`src/rtl/scsi_tseq_pkg.sv`:
```
package scsi_tseq_pkg;

   typedef enum logic [2:0] {
      PH_FREE = 3'd0,
      PH_ARB  = 3'd1,
      PH_SEL  = 3'd2,
      PH_CMD  = 3'd3,
      PH_DOUT = 3'd4,
      PH_DIN  = 3'd5,
      PH_STAT = 3'd6,
      PH_MSGI = 3'd7
   } bus_ph_e;

   localparam logic [2:0] GRP_SHORT = 3'd0;
   localparam logic [3:0] SHORT_LAST_IDX = 4'd5;
   localparam logic [3:0] LONG_LAST_IDX  = 4'd9;
   localparam logic [3:0] IDX_LEN6  = 4'd4;
   localparam logic [3:0] IDX_LENHI = 4'd7;
   localparam logic [3:0] IDX_LENLO = 4'd8;

endpackage

```
`src/rtl/scsi_id_scan.sv`:
```
module scsi_id_scan #(
   parameter int W   = 8,
   parameter int IDW = $clog2(W),
   parameter int CW  = $clog2(W + 1)
) (
   input  logic [W-1:0]   mask,
   output logic [CW-1:0]  cnt,
   output logic [IDW-1:0] low_idx
);

   logic [W-1:0] first;

   genvar g;
   generate
      for (g = 0; g < W; g++) begin : g_first
         if (g == 0) begin : g_lsb
            assign first[g] = mask[g];
         end else begin : g_upper
            assign first[g] = mask[g] & ~(|mask[g-1:0]);
         end
      end
   endgenerate

   always_comb begin
      cnt     = '0;
      low_idx = '0;
      for (int i = 0; i < W; i++) begin
         cnt = cnt + CW'(mask[i]);
         if (first[i]) low_idx = low_idx | IDW'(i);
      end
   end

endmodule

```
`src/rtl/scsi_len_calc.sv`:
```
module scsi_len_calc
   import scsi_tseq_pkg::*;
#(
   parameter int LEN_W = 16
) (
   input  logic [2:0]       grp,
   input  logic [7:0]       b4,
   input  logic [7:0]       b7,
   input  logic [7:0]       b8,
   input  logic             ovr_vld,
   input  logic [LEN_W-1:0] ovr_len,
   output logic             short_cmd,
   output logic [LEN_W-1:0] len
);

   generate
      if (LEN_W < 16) begin : g_bad_len
         $error("scsi_len_calc: LEN_W must hold a 16-bit length");
      end
   endgenerate

   assign short_cmd = (grp == GRP_SHORT);

   always_comb begin
      if (ovr_vld)        len = ovr_len;
      else if (short_cmd) len = LEN_W'(b4);
      else                len = LEN_W'({b7, b8});
   end

endmodule

```
`src/rtl/scsi_tseq_top.sv`:
```
module scsi_tseq_top
   import scsi_tseq_pkg::*;
#(
   parameter int DATA_W = 8,
   parameter int LEN_W  = 16,
   parameter int IDW    = $clog2(DATA_W)
) (
   input  logic              clk,
   input  logic              rst,
   input  logic              bsy_i,
   input  logic              sel_i,
   input  logic              atn_i,
   input  logic              ack_i,
   input  logic [DATA_W-1:0] dbus_i,
   input  logic              dbus_drv_i,
   input  logic [DATA_W-1:0] present_i,
   input  logic              len_ovr_vld_i,
   input  logic [LEN_W-1:0]  len_ovr_i,
   input  logic              dir_in_i,
   input  logic [7:0]        tgt_status_i,
   input  logic [DATA_W-1:0] tgt_rd_data_i,
   input  logic              rd_next_i,
   output logic [2:0]        phase_o,
   output logic              io_o,
   output logic              cd_o,
   output logic              msg_o,
   output logic              req_o,
   output logic              bsy_o,
   output logic              atn_lat_o,
   output logic [DATA_W-1:0] rd_data_o,
   output logic [LEN_W-1:0]  tgt_idx_o,
   output logic              wr_en_o,
   output logic [DATA_W-1:0] wr_data_o,
   output logic [IDW-1:0]    init_id_o,
   output logic              init_vld_o,
   output logic [IDW-1:0]    tgt_id_o
);

   localparam int CW = $clog2(DATA_W + 1);

   generate
      if (DATA_W != 8) begin : g_bad_width
         $error("scsi_tseq_top: SCSI-1 data bus is 8 bits wide");
      end
   endgenerate

   bus_ph_e          state_q;
   logic             ack_q, ack_hold_q, atn_q;
   logic [IDW-1:0]   init_id_q, tgt_id_q;
   logic             init_vld_q;
   logic [LEN_W-1:0] off_q, len_q;
   logic [7:0]       stat_q;
   logic [3:0]       cnt_q;
   logic [2:0]       grp_q;
   logic [7:0]       b4_q, b7_q, b8_q;

   // ID mask scans
   logic [CW-1:0]     bus_cnt, cand_cnt;
   logic [IDW-1:0]    bus_low, cand_low;
   logic [DATA_W-1:0] excl, cand;

   always_comb begin
      excl = '0;
      if (init_vld_q) excl[init_id_q] = 1'b1;
   end
   assign cand = dbus_i & present_i & ~excl;

   scsi_id_scan #(.W(DATA_W), .IDW(IDW), .CW(CW)) u_bus_scan (
      .mask(dbus_i), .cnt(bus_cnt), .low_idx(bus_low));
   scsi_id_scan #(.W(DATA_W), .IDW(IDW), .CW(CW)) u_cand_scan (
      .mask(cand), .cnt(cand_cnt), .low_idx(cand_low));

   logic arb_ok, sel_ok, cand_any;
   assign arb_ok   = (bus_cnt == CW'(1));
   assign sel_ok   = (bus_cnt != '0) && (bus_cnt <= CW'(2));
   assign cand_any = (cand_cnt != '0);

   // Length decode
   logic             short_cmd;
   logic [LEN_W-1:0] len_w;

   scsi_len_calc #(.LEN_W(LEN_W)) u_len (
      .grp(grp_q), .b4(b4_q), .b7(b7_q), .b8(b8_q),
      .ovr_vld(len_ovr_vld_i), .ovr_len(len_ovr_i),
      .short_cmd(short_cmd), .len(len_w));

   // Handshake events
   logic ack_rise, out_take, in_take, cmd_last;
   logic [LEN_W-1:0] off_nx;
   assign ack_rise = ack_i & ~ack_q;
   assign out_take = ack_rise & dbus_drv_i;
   assign in_take  = ack_rise | rd_next_i;
   assign off_nx   = off_q + LEN_W'(1);
   assign cmd_last = (cnt_q != 4'd0) &&
                     (cnt_q == (short_cmd ? SHORT_LAST_IDX : LONG_LAST_IDX));

   always_ff @(posedge clk) begin
      if (rst) begin
         state_q    <= PH_FREE;
         ack_q      <= 1'b0;
         ack_hold_q <= 1'b0;
         atn_q      <= 1'b0;
         init_id_q  <= '0;
         init_vld_q <= 1'b0;
         tgt_id_q   <= '0;
         off_q      <= '0;
         len_q      <= '0;
         stat_q     <= '0;
         cnt_q      <= '0;
         grp_q      <= '0;
         b4_q       <= '0;
         b7_q       <= '0;
         b8_q       <= '0;
      end else begin
         ack_q <= ack_i;
         if (ack_rise)    ack_hold_q <= 1'b1;
         else if (!ack_i) ack_hold_q <= 1'b0;

         case (state_q)
            PH_FREE: begin
               if (bsy_i && !sel_i) begin
                  if (arb_ok) begin
                     state_q    <= PH_ARB;
                     init_id_q  <= bus_low;
                     init_vld_q <= 1'b1;
                  end
               end else if (sel_i && !bsy_i && sel_ok) begin
                  state_q    <= PH_SEL;
                  init_vld_q <= 1'b0;
               end
            end
            PH_ARB: begin
               if (sel_i) begin
                  state_q <= PH_SEL;
               end else if (!bsy_i) begin
                  state_q    <= PH_FREE;
                  init_vld_q <= 1'b0;
               end
            end
            PH_SEL: begin
               if (!bsy_i) begin
                  atn_q <= atn_i;
                  if (cand_any) begin
                     state_q  <= PH_CMD;
                     tgt_id_q <= cand_low;
                     cnt_q    <= '0;
                  end else begin
                     state_q    <= PH_FREE;
                     init_vld_q <= 1'b0;
                  end
               end
            end
            PH_CMD: begin
               if (out_take) begin
                  case (cnt_q)
                     4'd0:      grp_q <= dbus_i[7:5];
                     IDX_LEN6:  b4_q  <= dbus_i;
                     IDX_LENHI: b7_q  <= dbus_i;
                     IDX_LENLO: b8_q  <= dbus_i;
                     default: ;
                  endcase
                  cnt_q <= cnt_q + 4'd1;
                  if (cmd_last) begin
                     len_q  <= len_w;
                     off_q  <= '0;
                     stat_q <= tgt_status_i;
                     if (len_w == '0)   state_q <= PH_STAT;
                     else if (dir_in_i) state_q <= PH_DIN;
                     else               state_q <= PH_DOUT;
                  end
               end
            end
            PH_DOUT: begin
               if (out_take) begin
                  off_q <= off_nx;
                  if (off_nx == len_q) state_q <= PH_STAT;
               end
            end
            PH_DIN: begin
               if (in_take) begin
                  off_q <= off_nx;
                  if (off_nx == len_q) state_q <= PH_STAT;
               end
            end
            PH_STAT: begin
               if (in_take) begin
                  stat_q  <= '0;
                  state_q <= PH_MSGI;
               end
            end
            PH_MSGI: begin
               if (in_take) begin
                  state_q    <= PH_FREE;
                  init_vld_q <= 1'b0;
               end
            end
            default: state_q <= PH_FREE;
         endcase
      end
   end

   // Bus-facing outputs
   assign phase_o    = state_q;
   assign bsy_o      = (state_q >= PH_CMD);
   assign io_o       = (state_q == PH_DIN) || (state_q == PH_STAT) || (state_q == PH_MSGI);
   assign cd_o       = (state_q == PH_CMD) || (state_q == PH_STAT) || (state_q == PH_MSGI);
   assign msg_o      = (state_q == PH_MSGI);
   assign req_o      = bsy_o && !ack_hold_q;
   assign atn_lat_o  = atn_q;
   assign init_id_o  = init_id_q;
   assign init_vld_o = init_vld_q;
   assign tgt_id_o   = tgt_id_q;
   assign tgt_idx_o  = off_q;
   assign wr_en_o    = (state_q == PH_DOUT) && out_take;
   assign wr_data_o  = dbus_i;

   always_comb begin
      case (state_q)
         PH_DIN:  rd_data_o = tgt_rd_data_i;
         PH_STAT: rd_data_o = stat_q;
         default: rd_data_o = '0;
      endcase
   end

endmodule

```
`config.mk`:
```
export PLATFORM = sky130hd
export DESIGN_NAME = scsi_tseq_top
export DESIGN_NICKNAME = d
export VERILOG_FILES = /design/src/rtl/scsi_tseq_pkg.sv /design/src/rtl/scsi_id_scan.sv /design/src/rtl/scsi_len_calc.sv /design/src/rtl/scsi_tseq_top.sv
export SDC_FILE = /design/constraint.sdc
export NUM_CORES = 1
export LEC_CHECK = 0
export BUFFER_PORTS_ARGS = -buffer_cell sky130_fd_sc_hd__buf_2
export CAP_MARGIN = 20
export CELL_PAD_IN_SITES_DETAIL_PLACEMENT = 1
export CELL_PAD_IN_SITES_GLOBAL_PLACEMENT = 1
export CORE_MARGIN = 3
export CORE_UTILIZATION = 40
export DETAILED_ROUTE_END_ITERATION = 8
export PLACE_DENSITY = 0.82
export SYNTH_ARGS = -nofsm -noshare
export SYNTH_HDL_FRONTEND = slang
export SYNTH_SLANG_ARGS = --single-unit
```
`constraint.sdc`:
```
create_clock -name clk -period 5.7 [get_ports clk]
set_clock_uncertainty 0.1 [all_clocks]
set_input_delay 1.14 -clock clk [delete_from_list [all_inputs] [get_ports clk]]
set_output_delay 1.14 -clock clk [all_outputs]
set_load 0.03 [all_outputs]
```
==> results.py, run 1 <==
metrics = {
    "floorplanning": {
        "die_x_um": 119,
        "rows": 40,
        "start_util_pct": 41.8,
        "core_mm2": 0.0123,
        "die_area_mm2": 0.0143,
        "io_pins": 107,
        "die_y_um": 119,
    },
    "setup_path": {
        "cp-start-kind": "primary input",
        "cp_max_fo": 8,
        "required_ns": 5.83,
        "path_class": "primary input to flop",
        "crit_arrival_ns": 5.01,
        "rr_startpoint": "init_vld_o",
        "endpoint_kind": "flop",
        "cp-startpoint": "dbus_i[1]",
    },
    "power_and_ir_drop": {
        "comb_power_share_pct": 19.7,
        "p_switching_mw": 0.453,
        "power_density_mw_per_mm2": 255,
        "p_int_mw": 1.08,
        "p_leak_nw": 2.42,
        "p_clk_share_pct": 39.2,
        "power_mw": 1.54,
        "swShare_pct": 29.5,
        "power_frac_seq_pct": 41.1,
        "peakVddDrop_mv": 0.159,
    },
    "synth": {
        "avgSynthCellArea_um2": 7.70,
        "yosysWarnings": 0,
        "syn-num-nets": 748,
        "ys_ff_latch": 84,
        "synthTopCellsByCount": "nand2_1 (89), dfxtp_1 (84), nor2_1 (68)",
        "synth_edf_count": 0,
        "netlist.area_leader.share_pct": 32.7,
        "async_reset_ff_share_pct": 0,
        "synth_seq_area_share_pct": 32.7,
        "synthTopCellsByArea": "dfxtp_1 (33%), nand2_1 (6.5%), a21oi_1 (5.4%)",
        "synth.most_common_cell": "nand2_1",
        "netlist_instances": 668,
        "netlist.top_cell.by_area": "dfxtp_1",
        "synth.cell_area_mm2": 0.00514,
        "synthFlopType": "dfxtp_1",
        "yosys.cell_types.count": 59,
    },
    "place": {
        "port_buffers": 106,
        "place_area_mm2": 0.00571,
        "place_ws_ns": 0.502,
        "gp_congestion": 0.872,
        "place_hpwl_mm": 12.4,
        "place_inst": 902,
    },
    "route": {
        "num_vias": 5178,
        "post-route-drc-count": 0,
        "first_pass_iters": 4,
        "drt_iter0_drc": 370,
        "ant_nets": 0,
        "routed_via_density": 5.65,
        "routed_wl_mm": 16.3,
        "avgRoutedWirePerCell_um": 17.8,
    },
    "clocking": {
        "clk_pin_slew_ns": 0.06,
        "ctsLongestPathBuffers": 2,
        "cts_resized": 0,
        "htree_levels": 3,
        "cts_setup_buffers": 0,
        "clk_latency_ns": 0.35,
        "cts_tree": "done",
        "cts.sinks": 84,
        "clockRootBuffer": "clkbuf_16",
        "cts-buffers-inserted": 9,
        "holdBufCountCts": 0,
    },
    "worst_hold_path": {
        "hold_path_class": "flop to flop",
        "hold_path_startpoint": "b4_q[5]",
    },
    "timing": {
        "fmaxAchievable_ghz": 0.205,
        "hold_viol_final": 0,
        "slew_headroom_pct": 37.1,
        "rsz0062_at_grt": "false",
        "layout_setup_ws_ns": 0.820,
        "setup_violations": 0,
        "timing.final.crit_share_pct": 85.6,
        "layout_min_cycle_time_ns": 4.88,
        "tightest_slew_ns": 0.941,
        "hold_ws_ns": 0.358,
        "finalSetupTns_ns": 0,
        "slew_violations": 0,
    },
    "cells_and_area": {
        "drive_above_1_share_pct": 17.8,
        "layout.nets": 825,
        "utilization_pct": 48.9,
        "final_cells": 917,
        "area_growth_pct": 17.0,
        "final_area_mm2": 0.00602,
        "n_antenna_cell": 0,
    },
    "grt": {
        "grt_pass1_wl_mm": 26.7,
        "grt_max_degree": 70,
        "antenna_found_initial": 0,
        "grt_pass1_vias": 5407,
        "globalRouteTotalUtil_pct": 23.1,
        "overflow": 0,
    },
    "run_status": {
        "status": "finished clean",
    },
    "flow_run": {
        "max-cap-violations": 0,
    },
}
[registers in the layout, indices dropped and copies added, names as in the netlist]
| name | count |
|---|---|
| tgt_idx_o | 16 |
| init_id_o | 3 |
| stat_q | 8 |
| phase_o | 3 |
| init_vld_o | 1 |
| tgt_id_o | 3 |
| b7_q | 8 |
| b4_q | 8 |
| len_q | 16 |
| grp_q | 3 |
| atn_lat_o | 1 |
| b8_q | 8 |
| ack_q | 1 |
| cnt_q | 4 |
| ack_hold_q | 1 |
[power by group through the flow]
stage	combinational [mW]	clock [mW]	sequential [mW]
after floorplan	0.208	0	0.638
after global placement	0.281	0	0.641
after detailed placement	0.300	0	0.643
after CTS	0.304	0.613	0.630
after global routing	0.337	0.641	0.634
final	0.303	0.602	0.631
[path summary, 6_finish.rpt]
check | endpoint | slack, ns | cells past startpoint
hold / removal | b4_q[5] | 0.36 | 2
setup reg to reg | cnt_q[3] | 0.93 | 16
hold reg to reg | b4_q[5] | 0.36 | 2
setup / recovery | cnt_q[3] | 0.82 | 16
[cells by family (layout without fill, tap and decap cells)]
family                     count (synthesis)  count (layout)  share of synthesized area (%)
buffers and inverters                     82             163                           6.67
xor gates and xnor gates                  29              29                           4.94
muxes                                     22              22                           4.28
DFF                                       84              84                           32.7
adders and majority gates                 23              23                           6.71
and+or+nand+nor                          274             274                           25.8
AOI/OAI and AO/OA                        154             154                           18.9
[cell type report]
class / count / area [um^2]
clock buffers: 14 / 274
clock inverters: 1 / 30.0
fillers: 1593 / 6290
inverters: 38 / 143
multi-input cells: 502 / 3120
flip-flops and latches: 84 / 1680
well taps: 168 / 210
repair buffers: 110 / 561
[layout by cell type, fill, tap and decap left out, types with 5 or more instances in the layout]
master	netlist	final
buf_2	4	106
nand2_1	89	89
dfxtp_1	84	84
nor2_1	68	68
a21oi_1	55	55
inv_1	33	33
nand3_1	29	29
mux2i_1	22	22
nor3_1	18	18
xnor2_1	18	18
o21ai_1	17	17
ha_1	14	14
a211oi_1	13	13
o21ai_0	12	12
a22oi_1	11	11
nand2b_1	11	11
xor2_1	11	11
nor3b_1	9	9
clkbuf_16	0	9
o211ai_1	8	8
nor4_1	8	8
nor2b_1	8	8
fa_1	8	8
a31oi_1	7	7
nand4_1	6	6
nand3b_1	5	5
[worst max-delay path, stage by stage]
cell	delay, ns
buf_2	0.15
o311ai_1	0.12
inv_1	0.14
ha_1	0.30
inv_1	0.05
fa_1	0.52
fa_1	0.45
fa_1	0.40
inv_1	0.08
fa_1	0.39
nand2b_1	0.15
o21ai_1	0.45
a22oi_1	0.27
nand4_1	0.19
xor2_1	0.15
nor2_1	0.05
[per-layer routing]
| layer | wire length, um | track usage, % | vias up |
|---|---|---|---|
| met5 | 0 | 0 | - |
| met4 | 359 | 7.95 | 0 |
| met3 | 588 | 4.70 | 29 |
| met2 | 8580 | 41.8 | 115 |
| met1 | 6810 | 27.0 | 2530 |
| li1 | - | - | 2504 |
No activity file was read; power rests on OpenSTA's default activity.
==> run 2, diff against run 1 <==
==> constraint.sdc (replaced) <==
create_clock -name clk -period 5.4 [get_ports clk]
set_clock_uncertainty 0.1 [all_clocks]
set_input_delay 1.08 -clock clk [delete_from_list [all_inputs] [get_ports clk]]
set_output_delay 1.08 -clock clk [all_outputs]
set_load 0.03 [all_outputs]
==> results.py, run 2 (same netlist as run 1, synthesis figures left out) <==
metrics = {
    "route": {
        "routed_via_density": 5.57,
        "ant_nets": 0,
        "first_pass_iters": 4,
        "routed_wl_mm": 16.2,
        "avgRoutedWirePerCell_um": 17.7,
        "post-route-drc-count": 0,
        "num_vias": 5113,
        "drt_iter0_drc": 344,
    },
    "clocking": {
        "holdBufCountCts": 0,
        "clk_pin_slew_ns": 0.06,
        "ctsLongestPathBuffers": 2,
        "clk_latency_ns": 0.34,
        "cts-buffers-inserted": 9,
        "cts_setup_buffers": 0,
        "cts_tree": "done",
        "clockRootBuffer": "clkbuf_16",
        "cts.sinks": 84,
        "cts_resized": 0,
        "htree_levels": 3,
    },
    "grt": {
        "grt_max_degree": 49,
        "overflow": 0,
        "globalRouteTotalUtil_pct": 23.1,
        "antenna_found_initial": 0,
        "grt_pass1_wl_mm": 26.8,
        "grt_pass1_vias": 5482,
    },
    "timing": {
        "fmaxAchievable_ghz": 0.210,
        "tightest_slew_ns": 1.08,
        "hold_viol_final": 0,
        "layout_min_cycle_time_ns": 4.75,
        "layout_setup_ws_ns": 0.649,
        "finalSetupTns_ns": 0,
        "timing.final.crit_share_pct": 88.0,
        "slew_violations": 0,
        "rsz0062_at_grt": "false",
        "setup_violations": 0,
        "slew_headroom_pct": 27.7,
    },
    "place": {
        "port_buffers": 106,
        "gp_congestion": 0.875,
        "place_ws_ns": 0.344,
        "place_hpwl_mm": 12.4,
    },
    "flow_run": {
        "max-cap-violations": 0,
    },
    "cells_and_area": {
        "n_antenna_cell": 0,
        "area_growth_pct": 16.3,
        "drive_above_1_share_pct": 18.0,
        "layout_common_cells": "buf_2 (106), nand2_1 (89), dfxtp_1 (84)",
        "layout_commonest_cell": "buf_2",
        "layout.nets": 825,
    },
    "worst_hold_path": {
        "hold_path_class": "flop to flop",
    },
    "power_and_ir_drop": {
        "p_leak_nw": 2.41,
        "power_mw": 1.55,
        "power_density_mw_per_mm2": 259,
        "peakVddDrop_mv": 0.157,
    },
    "floorplanning": {
        "io_pins": 107,
        "die_area_mm2": 0.0143,
        "start_util_pct": 41.8,
        "core_mm2": 0.0123,
        "die_y_um": 119,
        "rows": 40,
        "die_x_um": 119,
    },
    "setup_path": {
        "required_ns": 5.52,
        "crit_arrival_ns": 4.87,
        "endpoint_kind": "flop",
        "path_class": "primary input to flop",
        "cp-start-kind": "primary input",
        "cp_max_fo": 8,
    },
    "run_status": {
        "status": "finished clean",
    },
}
-- run 2: changes by cell type in the layout (fill, tap and decap cells not counted), sizes merged --
cell      before  now
clkinv         1    5
clkinvlp       0    1
clkbuf        14   11
bufinv         1    0
-- run 2: path summary, 6_finish.rpt --
kind              start  endpoint  slack [ns]  cells after the start
max           dbus_i[1]  cnt_q[3]        0.65                     16
min             b4_q[1]   b4_q[1]        0.36                      2
max reg2reg  init_vld_o  cnt_q[3]        0.71                     16
min reg2reg     b4_q[1]   b4_q[1]        0.36                      2
-- run 2: stage by stage --
step / instance area, um^2 / instances / hold slack, ns / util (%)
detailed placement: 5710 / 902 / 0.352 / 46.4
floorplan: 5140 / 668 / 0.327 / -
CTS: 5980 / 918 / 0.362 / 48.6
finish: 5980 / 918 / 0.358 / 48.6
global placement: 5710 / 902 / 0.339 / 46.4
global route: 5980 / 918 / 0.383 / 48.6
-- run 2: final cells by class --
cell class                      instances  area, um^2
Clock inverter                          5        27.5
Tap cell                              168         210
Multi-Input combinational cell        502        3120
Clock buffer                           11         243
Fill cell                            1573        6330
Inverter                               38         143
Timing Repair Buffer                  110         561
Sequential cell                        84        1680
-- run 2: power breakdown --
part / internal, mW / switching (mW)
clock: 0.321 / 0.247
sequential: 0.632 / 0.0340
combinational: 0.116 / 0.199
total: 1.07 / 0.481
-- run 2: routing by layer --
| metal | track usage (%) | share of wire [%] |
|---|---|---|
| met5 | 0 | 0 |
| met4 | 8.16 | 2.4 |
| met3 | 5.18 | 4.2 |
| met2 | 42.3 | 52 |
| met1 | 26.1 | 41 |
-- run 2: worst max-delay path, stage by stage --
cell      delay, ns
buf_2          0.15
o311ai_1       0.11
inv_1          0.12
ha_1           0.30
inv_1          0.05
fa_1           0.51
fa_1           0.44
fa_1           0.39
inv_1          0.08
fa_1           0.40
nand2b_1       0.15
o21ai_1        0.42
a22oi_1        0.25
nand4_1        0.18
xor2_1         0.18
nor2_1         0.06
